`src/rtl/mthd_pkg.sv`:
```
package mthd_pkg;

  typedef enum logic [2:0] {
    ASG_POP_DROP    = 3'd0,
    ASG_MOVE        = 3'd1,
    ASG_MOVE_LOAD   = 3'd2,
    ASG_POP_SENDRES = 3'd3,
    ASG_MOVE_SEND   = 3'd4,
    ASG_POP_LOAD    = 3'd5,
    ASG_LOAD_POPSND = 3'd6,
    ASG_LOAD_SNDINC = 3'd7
  } asg_code_e;

  typedef enum logic [1:0] {
    SSEL_RESULT = 2'd0,
    SSEL_PARAM  = 2'd1,
    SSEL_INCR   = 2'd2
  } send_sel_e;

  typedef struct packed {
    logic      pop;
    logic      wr_param;
    logic      load;
    logic      send;
    send_sel_e sel;
  } asg_ctl_t;

  function automatic asg_ctl_t asg_decode(input logic [2:0] code);
    asg_ctl_t c;
    c = '{pop: 1'b0, wr_param: 1'b0, load: 1'b0, send: 1'b0, sel: SSEL_RESULT};
    unique case (asg_code_e'(code))
      ASG_POP_DROP:    begin c.pop = 1'b1; c.wr_param = 1'b1; end
      ASG_MOVE:        ;
      ASG_MOVE_LOAD:   c.load = 1'b1;
      ASG_POP_SENDRES: begin c.pop = 1'b1; c.wr_param = 1'b1; c.send = 1'b1; end
      ASG_MOVE_SEND:   c.send = 1'b1;
      ASG_POP_LOAD:    begin c.pop = 1'b1; c.wr_param = 1'b1; c.load = 1'b1; end
      ASG_LOAD_POPSND: begin c.load = 1'b1; c.pop = 1'b1; c.send = 1'b1; c.sel = SSEL_PARAM; end
      ASG_LOAD_SNDINC: begin c.load = 1'b1; c.send = 1'b1; c.sel = SSEL_INCR; end
      default:         ;
    endcase
    return c;
  endfunction

endpackage

```
`src/rtl/mthd_arg_fifo.sv`:
```
module mthd_arg_fifo #(
  parameter int W     = 32,
  parameter int DEPTH = 16
) (
  input  logic         clk,
  input  logic         rst_n,
  input  logic         push,
  input  logic [W-1:0] push_data,
  input  logic         pop,
  output logic [W-1:0] pop_data,
  output logic         empty_pop,
  output logic         overflow
);
  localparam int PW = (DEPTH > 1) ? $clog2(DEPTH) : 1;
  localparam int CW = $clog2(DEPTH + 1);
  localparam logic [PW-1:0] LAST = PW'(DEPTH - 1);
  localparam logic [CW-1:0] FULL = CW'(DEPTH);

  logic [W-1:0]  mem [DEPTH];
  logic [PW-1:0] rd_ptr, wr_ptr;
  logic [CW-1:0] cnt;
  logic          has_data, has_room, do_pop, do_push;

  assign has_data = (cnt != '0);
  assign has_room = (cnt != FULL);
  assign do_pop   = pop && has_data;
  assign do_push  = push && has_room;
  assign pop_data = has_data ? mem[rd_ptr] : '0;

  always_ff @(posedge clk) begin
    if (do_push) mem[wr_ptr] <= push_data;
  end

  always_ff @(posedge clk) begin
    if (!rst_n) begin
      rd_ptr    <= '0;
      wr_ptr    <= '0;
      cnt       <= '0;
      empty_pop <= 1'b0;
      overflow  <= 1'b0;
    end else begin
      if (do_pop)  rd_ptr <= (rd_ptr == LAST) ? '0 : rd_ptr + 1'b1;
      if (do_push) wr_ptr <= (wr_ptr == LAST) ? '0 : wr_ptr + 1'b1;
      case ({do_push, do_pop})
        2'b10:   cnt <= cnt + 1'b1;
        2'b01:   cnt <= cnt - 1'b1;
        default: ;
      endcase
      if (pop && !has_data)  empty_pop <= 1'b1;
      if (push && !has_room) overflow  <= 1'b1;
    end
  end


  cnt_bound_chk: assert property (@(posedge clk) disable iff (!rst_n) cnt <= FULL);

  ovf_sticky_chk: assert property (@(posedge clk) disable iff (!rst_n) overflow |=> overflow);

  empty_sticky_chk: assert property (@(posedge clk) disable iff (!rst_n) empty_pop |=> empty_pop);

  empty_zero_chk: assert property (@(posedge clk) disable iff (!rst_n)
                                   (pop && cnt == '0) |-> (pop_data == '0));
endmodule

```
`src/rtl/mthd_addr_reg.sv`:
```
module mthd_addr_reg #(
  parameter int ADDR_W = 12,
  parameter int INCR_W = 6
) (
  input  logic              clk,
  input  logic              rst_n,
  input  logic              load,
  input  logic [ADDR_W-1:0] load_addr,
  input  logic [INCR_W-1:0] load_incr,
  input  logic              step,
  output logic [ADDR_W-1:0] addr,
  output logic [INCR_W-1:0] incr
);
  always_ff @(posedge clk) begin
    if (!rst_n) begin
      addr <= '0;
      incr <= '0;
    end else if (load) begin
      addr <= load_addr;
      incr <= load_incr;
    end else if (step) begin
      addr <= addr + ADDR_W'(incr);
    end
  end


  hold_chk: assert property (@(posedge clk) disable iff (!rst_n)
                             (!load && !step) |=> ($stable(addr) && $stable(incr)));

  step_incr_chk: assert property (@(posedge clk) disable iff (!rst_n)
                                  (step && !load) |=> $stable(incr));

  load_chk: assert property (@(posedge clk) disable iff (!rst_n)
                             load |=> (addr == $past(load_addr) && incr == $past(load_incr)));
endmodule

```
`src/rtl/mthd_send_stage.sv`:
```
module mthd_send_stage #(
  parameter int ADDR_W = 12,
  parameter int DATA_W = 32
) (
  input  logic              clk,
  input  logic              rst_n,
  input  logic              start,
  input  logic [ADDR_W-1:0] start_addr,
  input  logic [DATA_W-1:0] start_data,
  output logic              snd_valid,
  input  logic              snd_ready,
  output logic [ADDR_W-1:0] snd_addr,
  output logic [DATA_W-1:0] snd_data,
  output logic              done
);
  assign done = snd_valid && snd_ready;

  always_ff @(posedge clk) begin
    if (!rst_n) begin
      snd_valid <= 1'b0;
      snd_addr  <= '0;
      snd_data  <= '0;
    end else if (start) begin
      snd_valid <= 1'b1;
      snd_addr  <= start_addr;
      snd_data  <= start_data;
    end else if (done) begin
      snd_valid <= 1'b0;
    end
  end


  hold_beat_chk: assert property (@(posedge clk) disable iff (!rst_n)
    (snd_valid && !snd_ready) |=> (snd_valid && $stable(snd_addr) && $stable(snd_data)));

  no_restart_chk: assert property (@(posedge clk) disable iff (!rst_n) start |-> !snd_valid);

  drop_after_done_chk: assert property (@(posedge clk) disable iff (!rst_n)
    (done && !start) |=> !snd_valid);
endmodule

```
`src/rtl/mthd_send_unit.sv`:
```
module mthd_send_unit
  import mthd_pkg::*;
#(
  parameter int DATA_W    = 32,
  parameter int ADDR_W    = 12,
  parameter int INCR_W    = 6,
  parameter int REG_IDX_W = 3,
  parameter int ARG_DEPTH = 16
) (
  input  logic                 clk,
  input  logic                 rst_n,
  input  logic                 op_valid,
  input  logic [2:0]           op_code,
  input  logic [REG_IDX_W-1:0] op_dst,
  input  logic [DATA_W-1:0]    op_result,
  output logic                 busy,
  input  logic                 arg_push,
  input  logic [DATA_W-1:0]    arg_data,
  output logic                 arg_empty_pop,
  output logic                 arg_overflow,
  output logic                 rf_wr_en,
  output logic [REG_IDX_W-1:0] rf_wr_idx,
  output logic [DATA_W-1:0]    rf_wr_data,
  output logic [ADDR_W-1:0]    mth_addr,
  output logic [INCR_W-1:0]    mth_incr,
  output logic                 snd_valid,
  input  logic                 snd_ready,
  output logic [ADDR_W-1:0]    snd_addr,
  output logic [DATA_W-1:0]    snd_data
);
  localparam int INCR_LO = ADDR_W;
  localparam int INCR_HI = ADDR_W + INCR_W - 1;

  asg_ctl_t          ctl;
  logic              accept, snd_done;
  logic [DATA_W-1:0] param, beat_data;
  logic [ADDR_W-1:0] beat_addr;

  assign busy   = snd_valid;
  assign accept = op_valid && !busy;
  assign ctl    = asg_decode(op_code);

  mthd_arg_fifo #(.W(DATA_W), .DEPTH(ARG_DEPTH)) u_args (
    .clk       (clk),
    .rst_n     (rst_n),
    .push      (arg_push),
    .push_data (arg_data),
    .pop       (accept && ctl.pop),
    .pop_data  (param),
    .empty_pop (arg_empty_pop),
    .overflow  (arg_overflow)
  );

  mthd_addr_reg #(.ADDR_W(ADDR_W), .INCR_W(INCR_W)) u_maddr (
    .clk       (clk),
    .rst_n     (rst_n),
    .load      (accept && ctl.load),
    .load_addr (op_result[ADDR_W-1:0]),
    .load_incr (op_result[INCR_HI:INCR_LO]),
    .step      (snd_done),
    .addr      (mth_addr),
    .incr      (mth_incr)
  );

  always_comb begin
    beat_addr = ctl.load ? op_result[ADDR_W-1:0] : mth_addr;
    unique case (ctl.sel)
      SSEL_PARAM: beat_data = param;
      SSEL_INCR:  beat_data = DATA_W'(op_result[INCR_HI:INCR_LO]);
      default:    beat_data = op_result;
    endcase
  end

  mthd_send_stage #(.ADDR_W(ADDR_W), .DATA_W(DATA_W)) u_send (
    .clk        (clk),
    .rst_n      (rst_n),
    .start      (accept && ctl.send),
    .start_addr (beat_addr),
    .start_data (beat_data),
    .snd_valid  (snd_valid),
    .snd_ready  (snd_ready),
    .snd_addr   (snd_addr),
    .snd_data   (snd_data),
    .done       (snd_done)
  );

  always_ff @(posedge clk) begin
    if (!rst_n) begin
      rf_wr_en   <= 1'b0;
      rf_wr_idx  <= '0;
      rf_wr_data <= '0;
    end else begin
      rf_wr_en   <= accept && (op_dst != '0);
      rf_wr_idx  <= op_dst;
      rf_wr_data <= ctl.wr_param ? param : op_result;
    end
  end


  no_zero_write_chk: assert property (@(posedge clk) disable iff (!rst_n)
                                      rf_wr_en |-> (rf_wr_idx != '0));

  stall_no_write_chk: assert property (@(posedge clk) disable iff (!rst_n)
                                       busy |=> !rf_wr_en);

  write_follows_op_chk: assert property (@(posedge clk) disable iff (!rst_n)
                                         rf_wr_en |-> $past(op_valid));

  addr_stable_when_busy_chk: assert property (@(posedge clk) disable iff (!rst_n)
                                              (busy && !snd_ready) |=> $stable(mth_addr));
endmodule

```
`config.mk`:
```
export PLATFORM = sky130hd
export DESIGN_NAME = mthd_send_unit
export DESIGN_NICKNAME = d
export VERILOG_FILES = /design/src/rtl/mthd_pkg.sv /design/src/rtl/mthd_arg_fifo.sv /design/src/rtl/mthd_addr_reg.sv /design/src/rtl/mthd_send_stage.sv /design/src/rtl/mthd_send_unit.sv
export SDC_FILE = /design/constraint.sdc
export NUM_CORES = 1
export LEC_CHECK = 0
export ABC_AREA = 1
export BUFFER_PORTS_ARGS = -buffer_cell sky130_fd_sc_hd__buf_2
export CAP_MARGIN = 20
export CORE_MARGIN = 1.5
export CORE_UTILIZATION = 25
export DETAILED_ROUTE_END_ITERATION = 10
export MAX_ROUTING_LAYER = met4
export SKIP_LAST_GASP = 1
export SLEW_MARGIN = 20
export SYNTH_ARGS = -nofsm -noshare
export SYNTH_HDL_FRONTEND = slang
export SYNTH_HIERARCHICAL = 1
export SYNTH_SLANG_ARGS = --single-unit
export TNS_END_PERCENT = 100
```
`constraint.sdc`:
```
create_clock -name clk -period 4.39 [get_ports clk]
set_input_delay 0 -clock clk [delete_from_list [all_inputs] [get_ports clk]]
set_output_delay 0 -clock clk [all_outputs]
set_load 0.02 [all_outputs]
```
==> results.yml, run 1 <==
outcome:
  status: "finished clean"
power_and_ir_drop:
  powerDensity_nw_per_um2: 467.4
  pwr-share-clk: 0.372
  sw_frac_of_total: 0.2746
  p_int_mw: 10.42
  seq_power_share: 0.473
  worst_ir_drop_vdd_mv: 0.3373
  leakage_nw: 11.02
  switchingPower_mw: 3.942
  p_comb_frac: 0.155
setup_path:
  critPathRequiredTime_ns: 4.94
  cp_max_fo: 162
  cp-start-kind: "flip-flop"
  crit_arrival_ns: 3.40
  critical_path_class: "flip-flop to flip-flop"
  crit_path_end_kind: "flip-flop"
sta:
  timing.setup.tns_ns: 0
  finalCriticalPeriod_ns: 2.849
  clock_skew_ns: 0.01113
  relSlewSlack: 0.2799
  tightest_slew_ns: 1.078
  setup_viol: 0
  post-route-period-util: 0.6490
  rsz0062_at_grt: "no"
  drv_slew: 0
  timing.fmax_mhz: 351.0
  final-hold-violation-count: 0
synthesis:
  synthesis.area_um2: 25580
  yosys_most_used_dff: "edfxtp_1"
  ys_seq_area_frac: 0.6934
  synth-seq-cells: 630
  synth_top_cell_by_area: "edfxtp_1"
  synth_fp_nets: 2360
  async_flop_share: 0
  yosys.cell_types.count: 41
  syn-instance-count: 2269
  synth_edf_count: 512
  yosys.area.top_type_share: 0.6011
  avgSynthCellArea_um2: 11.27
  synth_warnings: 6
  synthTopCellsByArea: "edfxtp_1 (60%), dfxtp_1 (9.2%), nor2_1 (7.4%)"
route:
  final_antenna_net_count: 0
  routed_via_density: 4.659
  wl_um: 74040
  drt-initial-drc-count: 1381
  routedWlPerCell_um: 19.00
  drt-pass1-iter-count: 5
  drc: 0
  vias: 18150
clock_tree:
  root_buffer: "clkbuf_16"
  clkLatencyLatePin_ns: 0.62
  htreeDepth: 2
  cts-buffers-inserted: 58
  cts_setup_buffers: 0
  clkTransAtPathRegs_ns: 0.06
  cts_hold_buffers: 71
  cts_tree: "done"
  cts_resized: 0
  cts.path.max_buffers: 3
  numClockSinks: 630
global_route:
  track_usage: 0.1417
  overflow: 0
  grt_max_degree: 163
  grt_pass1_wl_um: 110000
  grt_pass1_vias: 17250
  antenna_found_initial: 14
placed_design:
  port_buffers: 176
  gp_congestion: 0.8111
  dp_hpwl_um: 42900
floorplan:
  coreArea_um2: 101600
  ios: 177
  die-area_um2: 104200
  die_h_um: 322.9
  start_util: 0.2518
  fp.dieW_um: 322.9
  num_rows: 117
cells_and_area:
  layout_commonest_cell: "edfxtp_1"
  n_fill_cell: 10360
  final_nets: 2562
  drive_above_1_share: 0.1386
  finish.utilization: 0.3024
  area_growth_pct: 20.10
  final_cell_mix: "edfxtp_1 (512), nor2_1 (487), o21ai_0 (332), nand2_1 (215), buf_2 (175)"
min_path:
  min_path_type: "primary input to flip-flop"
flow_run:
  drv_cap: 0
-- area by class of cell --
class,count,area [um2],share of cell area
antenna,10,25.02,0.0008146
inverter,92,356.6,0.01161
timing repair buffer,289,1984,0.06460
clock buffer,65,1499,0.04879
multi-input combinational,1400,6897,0.2245
clock inverter,42,500.5,0.01629
tap,1368,1712,0.05572
sequential,630,17750,0.5777
-- sequential cells by signal (all words and copies together) (netlist names), named ones only --
register          flops
rf_wr_data           32
rf_wr_en              1
rf_wr_idx             3
u_args/cnt            5
u_args/empty_pop      1
u_args/mem          512
u_args/overflow       1
u_args/rd_ptr         4
u_args/wr_ptr         4
u_maddr/addr         12
u_maddr/incr          6
u_send/snd_addr      12
u_send/snd_data      32
u_send/snd_valid      1
-- worst max-delay path, stage by stage, from the launching register on --
cell     delay, ns
dfxtp_4       0.60
buf_12        0.49
o21ai_0       0.20
o22ai_1       0.19
nor2_1        0.06
nor2_1        0.11
o21ai_0       0.12
a21oi_1       0.36
inv_1         0.10
o21ai_0       0.17
nor2_1        0.06
nor2_1        0.10
-- synth_stat cells (7+ instances only) --
master and count:
buf_4 15, a22oi_1 8, o221ai_1 94, o22ai_1 34, buf_6 10, clkbuf_1 87, nand2_1 215, nor2_1 503
o21ai_1 26, nand3_1 76, buf_2 22, dfxtp_1 118, inv_1 85, o21ai_0 332, a21oi_1 52, edfxtp_1 512
ha_1 15, o211ai_1 7
-- final timing paths --
path                                      end  slack, ns                    startpoint  depth (start not counted)
max          u_send/snd_data[23]$_SDFFE_PN0P_       1.54                     flip-flop                         11
min             u_send/snd_valid$_SDFFE_PN0P_       0.02                         rst_n                          3
max reg2reg  u_send/snd_data[23]$_SDFFE_PN0P_       1.54                     flip-flop                         11
min reg2reg      u_args/overflow$_SDFFE_PN0P_       0.45  u_args/overflow$_SDFFE_PN0P_                          2
-- power groups by stage --
| stage | Combinational [mW] | Clock [mW] | Sequential, mW |
|---|---|---|---|
| 2_1_floorplan | 1.28 | 0 | 7.00 |
| 3_3_place_gp | 2.13 | 0 | 6.92 |
| 3_5_place_dp | 2.15 | 0 | 6.92 |
| 4_1_cts | 2.21 | 5.43 | 6.79 |
| 5_1_grt | 2.45 | 5.64 | 6.81 |
| 6_report | 2.23 | 5.34 | 6.79 |
-- cell families (layout without fill, tap and decap cells) --
logic type,count (synthesis),after routing,share of synthesized area
xor+xnor,8,8,0.002739
flops,630,630,0.6934
simple gates,813,813,0.1252
compound gates,563,563,0.1282
other cells,0,10,0
fa+ha+maj,16,16,0.008120
buf+inv,239,488,0.04231
-- stage by stage --
stage	setup slack (ns)	instances	total power [mW]	cell area (um2)	hold slack [ns]
after floorplan	1.700	2269	8.279	25580	0.09345
after CTS	1.604	3886	14.43	30690	0.03079
after detailed placement	1.634	3708	9.070	27980	0.1999
after global routing	1.236	3896	14.90	30720	0.06664
final	1.541	3896	14.36	30720	0.02135
after global placement	1.606	3708	9.045	27980	0.1943
-- per-layer routing --
metal / share of wire / GRT usage / up-vias
li1: - / - / 8513
met1: 0.43 / 0.1785 / 8915
met4: 0.019 / 0.03349 / 0
met2: 0.49 / 0.2386 / 630
met5: 0 / - / -
met3: 0.063 / 0.02185 / 93
Note: power is estimated with default switching activity, not from simulation.
==> inputs of run 2 (changes only) <==
--- a/config.mk
+++ b/config.mk
@@ -5,7 +5,7 @@
 export SDC_FILE = /design/constraint.sdc
 export NUM_CORES = 1
 export LEC_CHECK = 0
-export ABC_AREA = 1
+export ABC_AREA = 0
 export BUFFER_PORTS_ARGS = -buffer_cell sky130_fd_sc_hd__buf_2
 export CAP_MARGIN = 20
 export CORE_MARGIN = 1.5
==> constraint.sdc (replaced) <==
create_clock -name clk -period 2.8 [get_ports clk]
set_input_delay 0 -clock clk [delete_from_list [all_inputs] [get_ports clk]]
set_output_delay 0 -clock clk [all_outputs]
set_load 0.02 [all_outputs]
==> results.yml, run 2 <==
outcome:
  status: "finished with violations"
  violations: "hold timing"
route:
  drt-initial-drc-count: 1256
  routed_via_density: 4.612
  drt-pass1-iter-count: 5
  routedWlPerCell_um: 21.52
  wl_um: 69970
  drc: 0
  final_antenna_net_count: 0
  vias: 15000
setup_path:
  r2r-start: "u_maddr/addr[0]$_SDFFE_PN0P_"
  timing.critical_path.cells: "ha_1 -> inv_1 -> fa_1 -> nor2b_4 -> o31a_1 -> o21ai_0 -> a2111oi_1 -> dlygate4sd3_1"
  cp-startpoint: "u_maddr/addr[0]$_SDFFE_PN0P_"
  timing.rr.end: "u_maddr/addr[6]$_SDFFE_PN0P_"
  critPathRequiredTime_ns: 3.34
  cp-start-kind: "flip-flop"
  cp_top_family: "compound AO/OA/AOI/OAI gates"
  critical_path_class: "flip-flop to flip-flop"
  crit_arrival_ns: 3.27
  crit_buf_inv: 2
  r2r_slack_ns: 0.07
  crit_path_end_kind: "flip-flop"
  reg2reg_depth: 8
  slowest_delay_ns: 0.60
  cp_max_fo: 4
  crit_slowest_cell: "dlygate4sd3_1"
floorplan:
  num_rows: 118
  die-area_um2: 107400
  fp.dieW_um: 327.7
  start_util: 0.2532
  coreArea_um2: 104100
  die_h_um: 327.7
  ios: 177
global_route:
  grt_max_degree: 61
  overflow: 0
  grt_pass1_wl_um: 103500
  antenna_found_initial: 17
  grt_pass1_vias: 15310
  track_usage: 0.1329
sta:
  finalCriticalPeriod_ns: 2.730
  rsz0062_at_grt: "yes"
  setup_viol: 0
  timing.fmax_mhz: 366.4
  tightest_slew_ns: 0.7012
  fin_hold_ws_ns: -0.002378
  post-route-period-util: 0.9749
  timing.setup.tns_ns: 0
  relSlewSlack: 0.5319
  drv_slew: 0
  clock_skew_ns: 0.02027
  final-hold-violation-count: 1
cells_and_area:
  final_cell_mix: "edfxtp_1 (512), buf_2 (175), mux4_2 (153), dfxtp_1 (114), mux2i_1 (86)"
  layout_commonest_cell: "edfxtp_1"
  area_growth_pct: 23.49
  multiInputGateArea_um2: 8068
  ff_latch_area_um2: 17750
  reg.largest.list: "u_args/mem: 512 flops, rf_wr_data: 32 flops, u_send/snd_data: 32 flops"
  largest_register_ffs: 512
  drive_above_1_share: 0.3031
  n_fill_cell: 10050
  final_nets: 1900
  top_register: "u_args/mem"
power_and_ir_drop:
  powerDensity_nw_per_um2: 703.1
  leakage_nw: 10.79
  worst_ir_drop_vdd_mv: 0.4118
  finalPower_mw: 22.88
synthesis:
  synth_common_cells: "edfxtp_1 (512), mux4_2 (153), dfxtp_1 (118)"
  avgSynthCellArea_um2: 17.50
  yosys.cell_types.count: 69
  synth_top_cell_by_area: "edfxtp_1"
  yosys_most_used_dff: "edfxtp_1"
  synthesis.area_um2: 26350
  yosysMostFrequentCell: "edfxtp_1"
  yosys.area.top_type_share: 0.5834
  async_flop_share: 0
  synthTopCellsByArea: "edfxtp_1 (58%), mux4_2 (13%), dfxtp_1 (9.0%)"
  synth_warnings: 6
  ys_seq_area_frac: 0.6731
  synth_edf_count: 512
  syn-instance-count: 1506
  synth-seq-cells: 630
  synth_fp_nets: 1597
clock_tree:
  clkTransAtPathRegs_ns: 0.06
  clkLatencyLatePin_ns: 0.60
  root_buffer: "clkbuf_16"
  cts-buffers-inserted: 66
  numClockSinks: 630
  htreeDepth: 3
  cts.path.max_buffers: 3
  cts_tree: "done"
placed_design:
  dp_hpwl_um: 44790
  gp_congestion: 0.8251
  port_buffers: 176
min_path:
  hold_path.startpoint: "op_valid"
  holdPathStages: 4
  holdPathEnd: "rf_wr_en$_SDFF_PN0_"
  min_path_type: "primary input to flip-flop"
flow_run:
  drv_cap: 0
-- run 2: where the power goes --
part / switching, mW / internal, mW / total (mW)
clock network: 3.66 / 5.46 / 9.12
logic: 1.76 / 1.50 / 3.25
registers: 0.133 / 10.4 / 10.5
-- run 2: cells by family (layout without fill, tap and decap cells) --
kind of cell / count (synthesis) / count (layout) / synth area share
other cells: 0 / 11 / 0
xor+xnor: 8 / 8 / 0.002659
fa+ha+maj: 16 / 16 / 0.007882
buf+inv: 118 / 473 / 0.02668
mux: 259 / 259 / 0.1764
flops: 630 / 630 / 0.6731
simple gates: 268 / 268 / 0.05574
compound gates: 207 / 207 / 0.05759
-- run 2: worst max-delay path by stage --
stage	depth (start not counted)	slack [ns]	to
after detailed placement	7	0.11	rf_wr_data[16]$_SDFF_PN0_
after floorplan	5	-0.17	u_args/mem[15][0]$_DFFE_PP_
after global placement	7	0.1	rf_wr_data[16]$_SDFF_PN0_
final	8	0.07	u_maddr/addr[6]$_SDFFE_PN0P_
after global routing	8	-0.03	u_maddr/addr[6]$_SDFFE_PN0P_
after CTS	8	0.08	u_maddr/addr[6]$_SDFFE_PN0P_
-- run 2: final cells by class --
| type | count | share of cell area |
|---|---|---|
| Clock inverter | 42 | 0.01542 |
| Sequential cell | 630 | 0.5453 |
| Tap cell | 1380 | 0.05306 |
| Multi-Input combinational cell | 758 | 0.2479 |
| Timing Repair Buffer | 339 | 0.08170 |
| Antenna cell | 11 | 0.0008459 |
| Inverter | 14 | 0.001615 |
| Clock buffer | 78 | 0.05410 |
-- run 2: worst register-to-register path, delay by kind of cell, from the launching register on --
family / cells / cell delay [ns]
simple gates: 1 / 0.16
flops: 1 / 0.41
compound gates: 3 / 0.73
fa+ha+maj: 2 / 0.69
buf+inv: 2 / 0.67
-- run 2: metal layers --
layer,up-vias,global-route usage,wire (um)
met1,7779,0.1657,29570
li1,6614,-,-
met5,-,-,0
met2,510,0.2196,34530
met4,0,0.03865,1550
met3,94,0.02506,4317
-- run 2: repair_timing --
item | CTS | global route
hold buffers | 79 | 0
buffers inserted | 0 | 2
setup endpoints to repair | 0 | 3
resized for setup | 0 | 2
hold endpoints to repair | 613 | 0
-- run 2: metrics by stage --
stage / setup WS [ns] / util / instances / area [um2]
after floorplan: -0.1732 / - / 1506 / 26380
after detailed placement: 0.1109 / 0.2828 / 3040 / 29440
final: 0.07039 / 0.3126 / 3252 / 32540
after CTS: 0.07526 / 0.3121 / 3239 / 32490
after global routing: -0.02743 / 0.3126 / 3251 / 32540
after global placement: 0.09625 / 0.2828 / 3040 / 29440
==> inputs of run 3 (changes only) <==
--- a/config.mk
+++ b/config.mk
@@ -12,6 +12,8 @@
 export CORE_UTILIZATION = 25
 export DETAILED_ROUTE_END_ITERATION = 10
 export MAX_ROUTING_LAYER = met4
+export PLACE_DENSITY = 0.52
+export SETUP_SLACK_MARGIN = 0.15
 export SKIP_LAST_GASP = 1
 export SLEW_MARGIN = 20
 export SYNTH_ARGS = -nofsm -noshare
==> constraint.sdc (replaced) <==
create_clock -name clk -period 2.9 [get_ports clk]
set_input_delay 0 -clock clk [delete_from_list [all_inputs] [get_ports clk]]
set_output_delay 0 -clock clk [all_outputs]
set_load 0.02 [all_outputs]
==> results.yml, run 3 (synthesized netlist as in run 2, its figures left out) <==
outcome:
  status: "finished clean"
setup_path:
  crit_slowest_cell: "mux4_1"
  crit_path_end_kind: "flip-flop"
  cp-start-kind: "flip-flop"
  slowest_delay_ns: 0.60
  critical_path_class: "flip-flop to flip-flop"
  critPathRequiredTime_ns: 3.39
  crit_buf_inv: 1
  timing.critical_path.cells: "buf_12 -> mux4_1 -> mux4_2 -> and2_1 -> mux2i_1 -> nor2_1 -> o31a_1"
  cp_top_family: "multiplexers"
  crit_arrival_ns: 3.18
  cp_max_fo: 13
route:
  drc: 0
  met2_length_um: 35140
  vias: 14830
  drt-pass1-iter-count: 5
  drt-initial-drc-count: 1371
  routedWlPerCell_um: 22.29
  top_layer: "met4"
  final_antenna_net_count: 0
  routed_via_density: 4.592
  wl_met3_um: 4004
  wl_um: 71990
  drt-met1-wl_um: 31420
placed_design:
  port_buffers: 176
  dp_hpwl_um: 43790
  gp_congestion: 0.8062
  pre_cts_ws_ns: 0.2119
  dp.cells: 3014
sta:
  clock_skew_ns: 0.02222
  drv_slew: 0
  relSlewSlack: 0.5073
  setup_viol: 0
  rsz0062_at_grt: "yes"
  tightest_slew_ns: 0.7390
  post-route-period-util: 0.9283
  final-hold-violation-count: 0
  finalCriticalPeriod_ns: 2.692
  worst_slack_ns: 0.2080
  timing.fmax_mhz: 371.5
min_path:
  min_path_type: "primary input to flip-flop"
cells_and_area:
  largest_register_ffs: 512
  finish.utilization: 0.3111
  area_growth_pct: 22.86
  layout_commonest_cell: "edfxtp_1"
  reg.largest.list: "u_args/mem: 512 flops, rf_wr_data: 32 flops, u_send/snd_data: 32 flops"
  final_nets: 1877
  finalNonFillerCells: 3229
  drive_above_1_share: 0.2933
  final_cell_mix: "edfxtp_1 (512), buf_2 (175), mux4_2 (153), dfxtp_1 (111), mux2i_1 (86)"
  top_register: "u_args/mem"
power_and_ir_drop:
  sw_frac_of_total: 0.2469
  finalPower_mw: 22.10
  seq_power_share: 0.461
  pwr-share-clk: 0.398
  leakage_nw: 10.64
  p_int_mw: 16.64
  switchingPower_mw: 5.455
  worst_ir_drop_vdd_mv: 0.4645
  powerDensity_nw_per_um2: 682.5
  p_comb_frac: 0.142
clock_tree:
  htreeDepth: 3
  cts.path.max_buffers: 3
  cts-buffers-inserted: 69
  root_buffer: "clkbuf_16"
  numClockSinks: 630
  clkTransAtPathRegs_ns: 0.06
  clkLatencyLatePin_ns: 0.61
  cts_tree: "done"
floorplan:
  num_rows: 118
  coreArea_um2: 104100
  die-area_um2: 107400
  start_util: 0.2532
  ios: 177
  die_h_um: 327.7
  fp.dieW_um: 327.7
flow_run:
  drv_cap: 0
global_route:
  grt_pass1_vias: 15220
  track_usage: 0.1366
  antenna_found_initial: 14
  grt_pass1_wl_um: 105100
  grt_max_degree: 74
  overflow: 0
## run 3: cell types whose count changed in the layout (fill, tap and decap cells not counted), moves of 3 or more
cell / before / now
buf_4: 56 / 36
clkbuf_1: 9 / 19
clkinv_2: 12 / 3
dlygate4sd3_1: 79 / 72
diode_2: 11 / 15
dfxtp_1: 114 / 111
dfxtp_2: 2 / 5
## run 3: area by class of cell
| type | instances | area (um2) |
|---|---|---|
| clock inverters | 30 | 430.4 |
| inverters | 14 | 52.55 |
| fillers | 10120 | 71710 |
| clock buffers | 89 | 1823 |
| flip-flops and latches | 630 | 17750 |
| diodes | 15 | 37.54 |
| well taps | 1380 | 1727 |
| repair buffers | 313 | 2480 |
| multi-input cells | 758 | 8077 |
## run 3: worst paths after layout
kind	from	endpoint	slack (ns)	depth (start not counted)
min	op_dst[1]	rf_wr_idx[1]$_SDFF_PN0_	0.16	3
max	flip-flop	rf_wr_data[13]$_SDFF_PN0_	0.21	7
max reg2reg	flip-flop	rf_wr_data[13]$_SDFF_PN0_	0.21	7
min reg2reg	u_args/empty_pop$_SDFFE_PN0P_	u_args/empty_pop$_SDFFE_PN0P_	0.51	2
## run 3: worst reg2reg max path, stage by stage (launching register included)
cell and delay, ns:
dfxtp_4 0.50, buf_12 0.21, mux4_1 0.61, mux4_2 0.58
and2_1 0.24, mux2i_1 0.14, nor2_1 0.06, o31a_1 0.23
## run 3: repair_timing
| item | 4_1_cts | 5_1_grt |
|---|---|---|
| endpoints found under the setup margin | 0 | 9 |
| endpoints found under the hold margin | 614 | 0 |
| buffers inserted | 0 | 8 |
| hold buffers | 72 | 0 |
| gates resized for setup | 0 | 5 |
## run 3: power by group through the flow
stage | combinational (mW) | sequential, mW | clock, mW
floorplan | 1.95 | 10.4 | 0
global placement | 2.94 | 10.3 | 0
global route | 3.38 | 10.2 | 9.38
finish | 3.13 | 10.2 | 8.79
CTS | 3.09 | 10.2 | 9.06
detailed placement | 2.99 | 10.4 | 0
## run 3: routing by layer
layer / vias to the layer above / track usage
met1: 7740 / 0.1752
met4: 0 / 0.03674
met3: 82 / 0.02542
met5: - / -
li1: 6584 / -
met2: 421 / 0.2213
## run 3: stage by stage
| step | TNS (ns) | instance area [um2] | hold WS (ns) |
|---|---|---|---|
| after floorplan | -10.78 | 26390 | 0.09887 |
| after global placement | 0 | 29240 | 0.2255 |
| after detailed placement | 0 | 29240 | 0.2262 |
| after CTS | 0 | 32210 | 0.1098 |
| after global routing | 0 | 32370 | 0.1719 |
| final | 0 | 32380 | 0.1614 |
